## config.mk

```make
export PLATFORM = sky130hd
export DESIGN_NAME = majcla_top
export DESIGN_NICKNAME = d
export VERILOG_FILES = /design/src/rtl/majcla_pkg.sv /design/src/rtl/majcla_xbar.sv /design/src/rtl/majcla_latches.sv /design/src/rtl/majcla_ctrl.sv /design/src/rtl/majcla_top.sv
export SDC_FILE = /design/constraint.sdc
export NUM_CORES = 1
export LEC_CHECK = 0
export BUFFER_PORTS_ARGS = -buffer_cell sky130_fd_sc_hd__clkbuf_2
export CORE_MARGIN = 3
export CORE_UTILIZATION = 50
export CTS_CLUSTER_DIAMETER = 60
export DETAILED_ROUTE_END_ITERATION = 8
export PLACE_DENSITY_LB_ADDON = 0.25
export SLEW_MARGIN = 30
export SYNTH_ARGS = -nofsm -noshare
export SYNTH_HDL_FRONTEND = slang
export SYNTH_SLANG_ARGS = --single-unit
```

## constraint.sdc

```tcl
create_clock -name clk -period 5.8 [get_ports clk]
set_input_delay 0.29 -clock clk [delete_from_list [all_inputs] [get_ports clk]]
set_output_delay 0.29 -clock clk [all_outputs]
set_load 0.01 [all_outputs]
```

## src/rtl/majcla_pkg.sv

```systemverilog
package majcla_pkg;
  typedef enum logic [2:0] {
    ROW_OPA = 3'd0,
    ROW_OPB = 3'd1,
    ROW_CIN = 3'd2,
    ROW_CRY = 3'd3,
    ROW_MID = 3'd4,
    ROW_INV = 3'd5,
    ROW_SUM = 3'd6
  } row_e;

  localparam int ROWS = 8;

  typedef enum logic [1:0] {
    OP_NONE = 2'd0,
    OP_LOAD = 2'd1,
    OP_MAJ  = 2'd2,
    OP_NOT  = 2'd3
  } op_e;

  function automatic logic maj3(input logic x, input logic y, input logic z);
    return (x & y) | (y & z) | (x & z);
  endfunction
endpackage

```

## src/rtl/majcla_xbar.sv

```systemverilog
module majcla_xbar
  import majcla_pkg::*;
#(
  parameter int N = 8,
  localparam int IW = (N > 1) ? $clog2(N) : 1
) (
  input  logic          clk,
  input  logic          rst,
  input  op_e           op,
  input  row_e          wl_p,
  input  row_e          wl_q,
  input  row_e          dst,
  input  logic [N-1:0]  col_en,
  input  logic [N-1:0]  bl,
  input  logic [N-1:0]  ld_a,
  input  logic [N-1:0]  ld_b,
  input  logic          ld_c,
  input  row_e          rd_row,
  input  logic [IW-1:0] rd_col,
  output logic          rd_bit,
  output logic [N-1:0]  sum_row,
  output logic          cry_msb
);
  logic [N-1:0] cells [ROWS];
  logic [N-1:0] res;

  // One majority / inverter evaluation per column, all sharing the same word lines
  for (genvar c = 0; c < N; c++) begin : g_col
    always_comb begin
      if (op == OP_MAJ)
        res[c] = maj3(cells[int'(wl_p)][c], cells[int'(wl_q)][c], bl[c]);
      else
        res[c] = ~cells[int'(wl_p)][c];
    end
  end

  always_ff @(posedge clk) begin
    if (rst) begin
      for (int r = 0; r < ROWS; r++) cells[r] <= '0;
    end else begin
      case (op)
        OP_LOAD: begin
          // Operands written, every scratch row cleared
          for (int r = 0; r < ROWS; r++) cells[r] <= '0;
          cells[int'(ROW_OPA)] <= ld_a;
          cells[int'(ROW_OPB)] <= ld_b;
          cells[int'(ROW_CIN)] <= {{(N-1){1'b0}}, ld_c};
        end
        OP_MAJ, OP_NOT: begin
          // Result cells can only be set
          for (int c = 0; c < N; c++)
            if (col_en[c]) cells[int'(dst)][c] <= cells[int'(dst)][c] | res[c];
        end
        default: ;
      endcase
    end
  end

  assign rd_bit  = cells[int'(rd_row)][rd_col];
  assign sum_row = cells[int'(ROW_SUM)];
  assign cry_msb = cells[int'(ROW_CRY)][N-1];
endmodule

```

## src/rtl/majcla_latches.sv

```systemverilog
module majcla_latches #(
  parameter int N = 8,
  localparam int IW = (N > 1) ? $clog2(N) : 1
) (
  input  logic          clk,
  input  logic          rst,
  input  logic          fetch_en,
  input  logic [IW-1:0] fetch_col,
  input  logic          fetch_bit,
  input  logic          inv_sel,
  output logic [N-1:0]  bl
);
  logic [N-1:0] q;

  for (genvar c = 0; c < N; c++) begin : g_lat
    localparam logic [IW-1:0] CIDX = IW'(c);
    always_ff @(posedge clk) begin
      if (rst) q[c] <= 1'b0;
      else if (fetch_en && fetch_col == CIDX) q[c] <= fetch_bit;
    end
  end

  // Bit line driven from either the true or the complemented latch output
  assign bl = inv_sel ? ~q : q;
endmodule

```

## src/rtl/majcla_ctrl.sv

```systemverilog
module majcla_ctrl
  import majcla_pkg::*;
#(
  parameter int N = 8,
  localparam int IW = (N > 1) ? $clog2(N) : 1,
  localparam int SW = $clog2(2*N+4),
  localparam int TOTAL = 2*N+3
) (
  input  logic          clk,
  input  logic          rst,
  input  logic          start,
  output op_e           op,
  output row_e          wl_p,
  output row_e          wl_q,
  output row_e          dst,
  output logic [N-1:0]  col_en,
  output logic          fetch_en,
  output logic [IW-1:0] fetch_col,
  output row_e          rd_row,
  output logic [IW-1:0] rd_col,
  output logic          inv_sel,
  output logic          accept,
  output logic          busy,
  output logic          fin,
  output logic [SW-1:0] step_count
);
  typedef enum logic [2:0] {
    ST_IDLE, ST_FETCH, ST_EXEC, ST_PMID, ST_PINV, ST_PSUM, ST_FIN
  } st_e;

  st_e           st;
  logic [IW-1:0] idx;
  localparam logic [IW-1:0] LAST = IW'(N-1);

  assign accept = (st == ST_IDLE) && start;
  assign busy   = (st == ST_FETCH) || (st == ST_EXEC) || (st == ST_PMID) ||
                  (st == ST_PINV)  || (st == ST_PSUM);
  assign fin    = (st == ST_FIN);

  always_comb begin
    op        = OP_NONE;
    wl_p      = ROW_OPA;
    wl_q      = ROW_OPB;
    dst       = ROW_CRY;
    col_en    = '0;
    fetch_en  = 1'b0;
    fetch_col = idx;
    rd_row    = ROW_CIN;
    rd_col    = '0;
    inv_sel   = 1'b0;
    case (st)
      ST_IDLE: if (start) op = OP_LOAD;
      ST_FETCH: begin
        // Incoming carry read from wherever it was stored
        fetch_en = 1'b1;
        if (idx != '0) begin
          rd_row = ROW_CRY;
          rd_col = idx - 1'b1;
        end
      end
      ST_EXEC: begin
        op     = OP_MAJ;
        col_en = N'(1) << idx;
        dst    = ROW_CRY;
      end
      ST_PMID: begin
        op      = OP_MAJ;
        col_en  = '1;
        inv_sel = 1'b1;
        dst     = ROW_MID;
      end
      ST_PINV: begin
        op     = OP_NOT;
        wl_p   = ROW_CRY;
        col_en = '1;
        dst    = ROW_INV;
      end
      ST_PSUM: begin
        op     = OP_MAJ;
        wl_p   = ROW_MID;
        wl_q   = ROW_INV;
        col_en = '1;
        dst    = ROW_SUM;
      end
      default: ;
    endcase
  end

  always_ff @(posedge clk) begin
    if (rst) begin
      st         <= ST_IDLE;
      idx        <= '0;
      step_count <= '0;
    end else begin
      if (busy) step_count <= step_count + 1'b1;
      case (st)
        ST_IDLE: if (start) begin
          st         <= ST_FETCH;
          idx        <= '0;
          step_count <= '0;
        end
        ST_FETCH: st <= ST_EXEC;
        ST_EXEC: begin
          if (idx == LAST) st <= ST_PMID;
          else begin
            idx <= idx + 1'b1;
            st  <= ST_FETCH;
          end
        end
        ST_PMID: st <= ST_PINV;
        ST_PINV: st <= ST_PSUM;
        ST_PSUM: st <= ST_FIN;
        default: st <= ST_IDLE;
      endcase
    end
  end
endmodule

```

## src/rtl/majcla_top.sv

```systemverilog
module majcla_top
  import majcla_pkg::*;
#(
  parameter int N = 8,
  localparam int IW = (N > 1) ? $clog2(N) : 1,
  localparam int SW = $clog2(2*N+4)
) (
  input  logic          clk,
  input  logic          rst,
  input  logic          start,
  input  logic [N-1:0]  op_a,
  input  logic [N-1:0]  op_b,
  input  logic          carry_in,
  output logic [N-1:0]  sum,
  output logic          carry_out,
  output logic          done,
  output logic [SW-1:0] step_count
);
  op_e           op;
  row_e          wl_p, wl_q, dst, rd_row;
  logic [N-1:0]  col_en, bl, sum_row;
  logic          fetch_en, rd_bit, inv_sel, accept, busy, fin, cry_msb;
  logic [IW-1:0] fetch_col, rd_col;

  majcla_ctrl #(.N(N)) i_ctrl (
    .clk(clk), .rst(rst), .start(start),
    .op(op), .wl_p(wl_p), .wl_q(wl_q), .dst(dst), .col_en(col_en),
    .fetch_en(fetch_en), .fetch_col(fetch_col), .rd_row(rd_row), .rd_col(rd_col),
    .inv_sel(inv_sel), .accept(accept), .busy(busy), .fin(fin),
    .step_count(step_count)
  );

  majcla_latches #(.N(N)) i_lat (
    .clk(clk), .rst(rst), .fetch_en(fetch_en), .fetch_col(fetch_col),
    .fetch_bit(rd_bit), .inv_sel(inv_sel), .bl(bl)
  );

  majcla_xbar #(.N(N)) i_xbar (
    .clk(clk), .rst(rst), .op(op), .wl_p(wl_p), .wl_q(wl_q), .dst(dst),
    .col_en(col_en), .bl(bl), .ld_a(op_a), .ld_b(op_b), .ld_c(carry_in),
    .rd_row(rd_row), .rd_col(rd_col), .rd_bit(rd_bit),
    .sum_row(sum_row), .cry_msb(cry_msb)
  );

  always_ff @(posedge clk) begin
    if (rst) begin
      done      <= 1'b0;
      sum       <= '0;
      carry_out <= 1'b0;
    end else if (fin) begin
      done      <= 1'b1;
      sum       <= sum_row;
      carry_out <= cry_msb;
    end else if (accept) begin
      done      <= 1'b0;
    end
  end
endmodule

```

==> run metrics <==
r2r endpoint i_xbar.cells[4][0]; Inserted Diodes 0; die area 0.0107 mm2; Fmax between 300 and 400 MHz; non-filler cells, final approximately 660; unrepaired setup endpoints after global routing false; Post-Synthesis Cell Area about 0.0047 mm2; Setup crit end i_xbar.cells[4][0]; clk slew on worst S/H paths approximately 80 ps; fillers 816; Post-Syn Instances 534; Crit path required time 5870 ps; syn nets 564; register bit total from synthesis 78; leakage 2.08 nW; syn_area_per_cell between 8 and 9 um2; Wirelength per Cell 18.8 um; cell mode on critical path nand2_1; Core Area 0.00893 mm2; # rows 34; Layout area overhead 8.26%; Power Density 255 mW/mm2; Period minus WS final 3160 ps; antenna violations before repair 0; # setup viols final 0; status completed; sequential fraction of the synthesis area 0.434; initial core utilization 0.529; Setup crit start i_ctrl.st[2]; largest net degree at the start of global routing 41; CP arrival 3230 ps; # nets final 576; dpl hpwl 8800 um; FF-to-FF setup slack 2640 ps; cells along the critical path buf_4, ha_1, inv_1, o22ai_2, and2_0, nand2_1, nand2_1; slowest stage delay, CP 540 ps; worst IR drop on VDD 196 uV; GRT overflow 0; CTS tree built; cts hold-fix bufs 0; CP Class flip-flop to flip-flop; layout cells sized above 1 0.143; vias per inst between 6 and 7; PostCTS Resize Cnt 0; number of synthesis warnings 0; period utilization 0.544; number of global-route vias before repair 3702; Worst Hold Class input port to flip-flop; clock sink count 78; H-tree Lvls 3; gr usage total 0.241; Worst-Skew Late Latency 360 ps; Clock Skew roughly 9.8 ps; post-CTS setup buffer count 0; DR vias 4116; register area 0.00205 mm2; Num CTS Buffers 9; Max Slew Vio Count 0; # DRC 0; Synth cell types 60; Post-synth EDFFs 49; synth top area cells edfxtp_1 (31%), dfxtp_1 (12%), nand2_1 (6.2%); Inst Count DP 643; I/O Buffers 34; crit end category flip-flop; share of the synthesized area in the top cell type 0.311; Starting DRT DRC Count between 400 and 500; Rel. slew slack 0.359; final estimated routing congestion in global placement just over 0.9; cell count of the worst reg-to-reg path 7; Post-synth ARST share 0; area of the multi-input gates 0.00239 mm2; Final Hold Fails 0; Yosys top cell by area edfxtp_1; ys flop type edfxtp_1; max-capacitance violation count 0; drt total wl 12400 um; peak fanout along the critical path 36; IO Pins 35; Slew @ Worst Pin 958 ps; Die Y 103 um; CP startpoint kind flip-flop; die width 103 um; Fin Setup TNS 0 ps; RR Startpoint i_ctrl.st[2]; clk buf depth 2; Clock Tree Root clkbuf_8; First-pass DRT Iterations 5; remaining antenna violation count 0; Crit-path slowest cell ha_1; first-pass GRT wire length roughly 19000 um
logic make-up (layout without fill, tap and decap cells):
logic type / after synthesis / in the layout / synth area share
buf+inv: 67 / 84 / 0.0609
compound gates: 121 / 121 / 0.181
mux: 33 / 33 / 0.0728
simple gates: 218 / 218 / 0.211
flops: 78 / 78 / 0.434
xor+xnor: 6 / 6 / 0.0111
fa+ha+maj: 11 / 11 / 0.0289
flip-flops by register name, indices dropped and copies added, names as in the netlist:
name,cells
done,1
i_ctrl.fetch_col,3
sum,8
carry_out,1
i_xbar.cells,49
i_ctrl.step_count,5
i_ctrl.st,3
i_lat.q,8
power by group:
part / total (mW) / switching [mW] / leakage, nW / internal, mW
clock: 0.457 / 0.213 / 0.106 / 0.243
combinational: 0.189 / 0.123 / 1.22 / 0.0662
sequential: 0.657 / 0.0295 / 0.761 / 0.627
total: 1.30 / 0.365 / 2.08 / 0.937
critical path, delay by kind of cell, from the launching register on:
kind	cells	cell delay (ps)
flip-flops	1	320
buffers and inverters	2	720
AO/OA/AOI/OAI	1	530
adder cells (fa/ha/maj)	1	540
AND/OR/NAND/NOR	3	750
how the worst min path moves through the flow:
stage	startpoint	to	slack (ps)	depth (start not counted)
floorplan	i_lat.q[7]	i_lat.q[7]	450	2
global placement	carry_out	carry_out	460	2
detailed placement	sum[1]	sum[1]	490	2
CTS	op_b[6]	i_xbar.cells[1][6]	190	2
global route	op_b[1]	i_xbar.cells[1][1]	180	2
finish	op_b[6]	i_xbar.cells[1][6]	190	2
Yosys cell counts (3+ instances only):
| cell type | count |
|---|---|
| inv_1 | 25 |
| a22o_1 | 5 |
| edfxtp_1 | 49 |
| nand4_1 | 4 |
| a2bb2oi_1 | 5 |
| o221ai_1 | 3 |
| inv_2 | 3 |
| nand2_1 | 78 |
| and2_1 | 19 |
| o211ai_1 | 6 |
| xor2_1 | 4 |
| nand2b_1 | 4 |
| nand3_1 | 9 |
| o22ai_1 | 11 |
| ha_1 | 10 |
| buf_4 | 5 |
| mux2i_1 | 22 |
| nor3_1 | 11 |
| o21ai_1 | 10 |
| a211oi_1 | 3 |
| a21oi_2 | 7 |
| a21oi_1 | 20 |
| nor2_1 | 68 |
| or3_1 | 5 |
| dfxtp_1 | 29 |
| a22oi_1 | 5 |
| o311ai_0 | 3 |
| mux2_1 | 9 |
| clkbuf_1 | 19 |
| buf_2 | 14 |
| o21ai_0 | 9 |
| nor2b_1 | 7 |
| a31oi_1 | 13 |
| o211a_1 | 6 |
metal layers:
metal / track usage / wire length, um
met5: 0 / 0
met4: 0.0916 / 324
met3: 0.0617 / 1040
met2: 0.377 / 5780
met1: 0.323 / 5270
placed cells by master (no fill, tap or decap), types with 6 or more instances in the layout:
master,instances
nor2_1,68
mux2i_1,22
mux2_1,9
o21ai_0,9
o22ai_1,11
inv_1,25
nand2_1,78
o211a_1,6
a21oi_2,7
nand3_1,9
and2_1,19
ha_1,10
clkbuf_2,34
edfxtp_1,49
nor3_1,10
nor2b_1,7
clkbuf_8,9
o21ai_1,10
a21oi_1,20
a31oi_1,13
dfxtp_1,29
o211ai_1,6
layout make-up:
type,instances,share of cell area
multi-input cells,389,0.467
flip-flops and latches,78,0.401
repair buffers,39,0.0406
well taps,108,0.0264
clock buffers,9,0.0242
inverters,29,0.0213
clock inverters,7,0.0191
per-stage QoR:
step	hold WS, ps	utilization	total power, mW	worst slack [ps]	cell area, um2
after floorplan	450	-	0.797	3410	4720
after global placement	463	0.547	0.847	2800	4890
after detailed placement	488	0.547	0.853	2740	4890
after CTS	187	0.572	1.30	2730	5110
after global routing	177	0.573	1.36	2360	5110
final	195	0.573	1.30	2640	5110
Note: power is estimated with default switching activity, not from simulation.
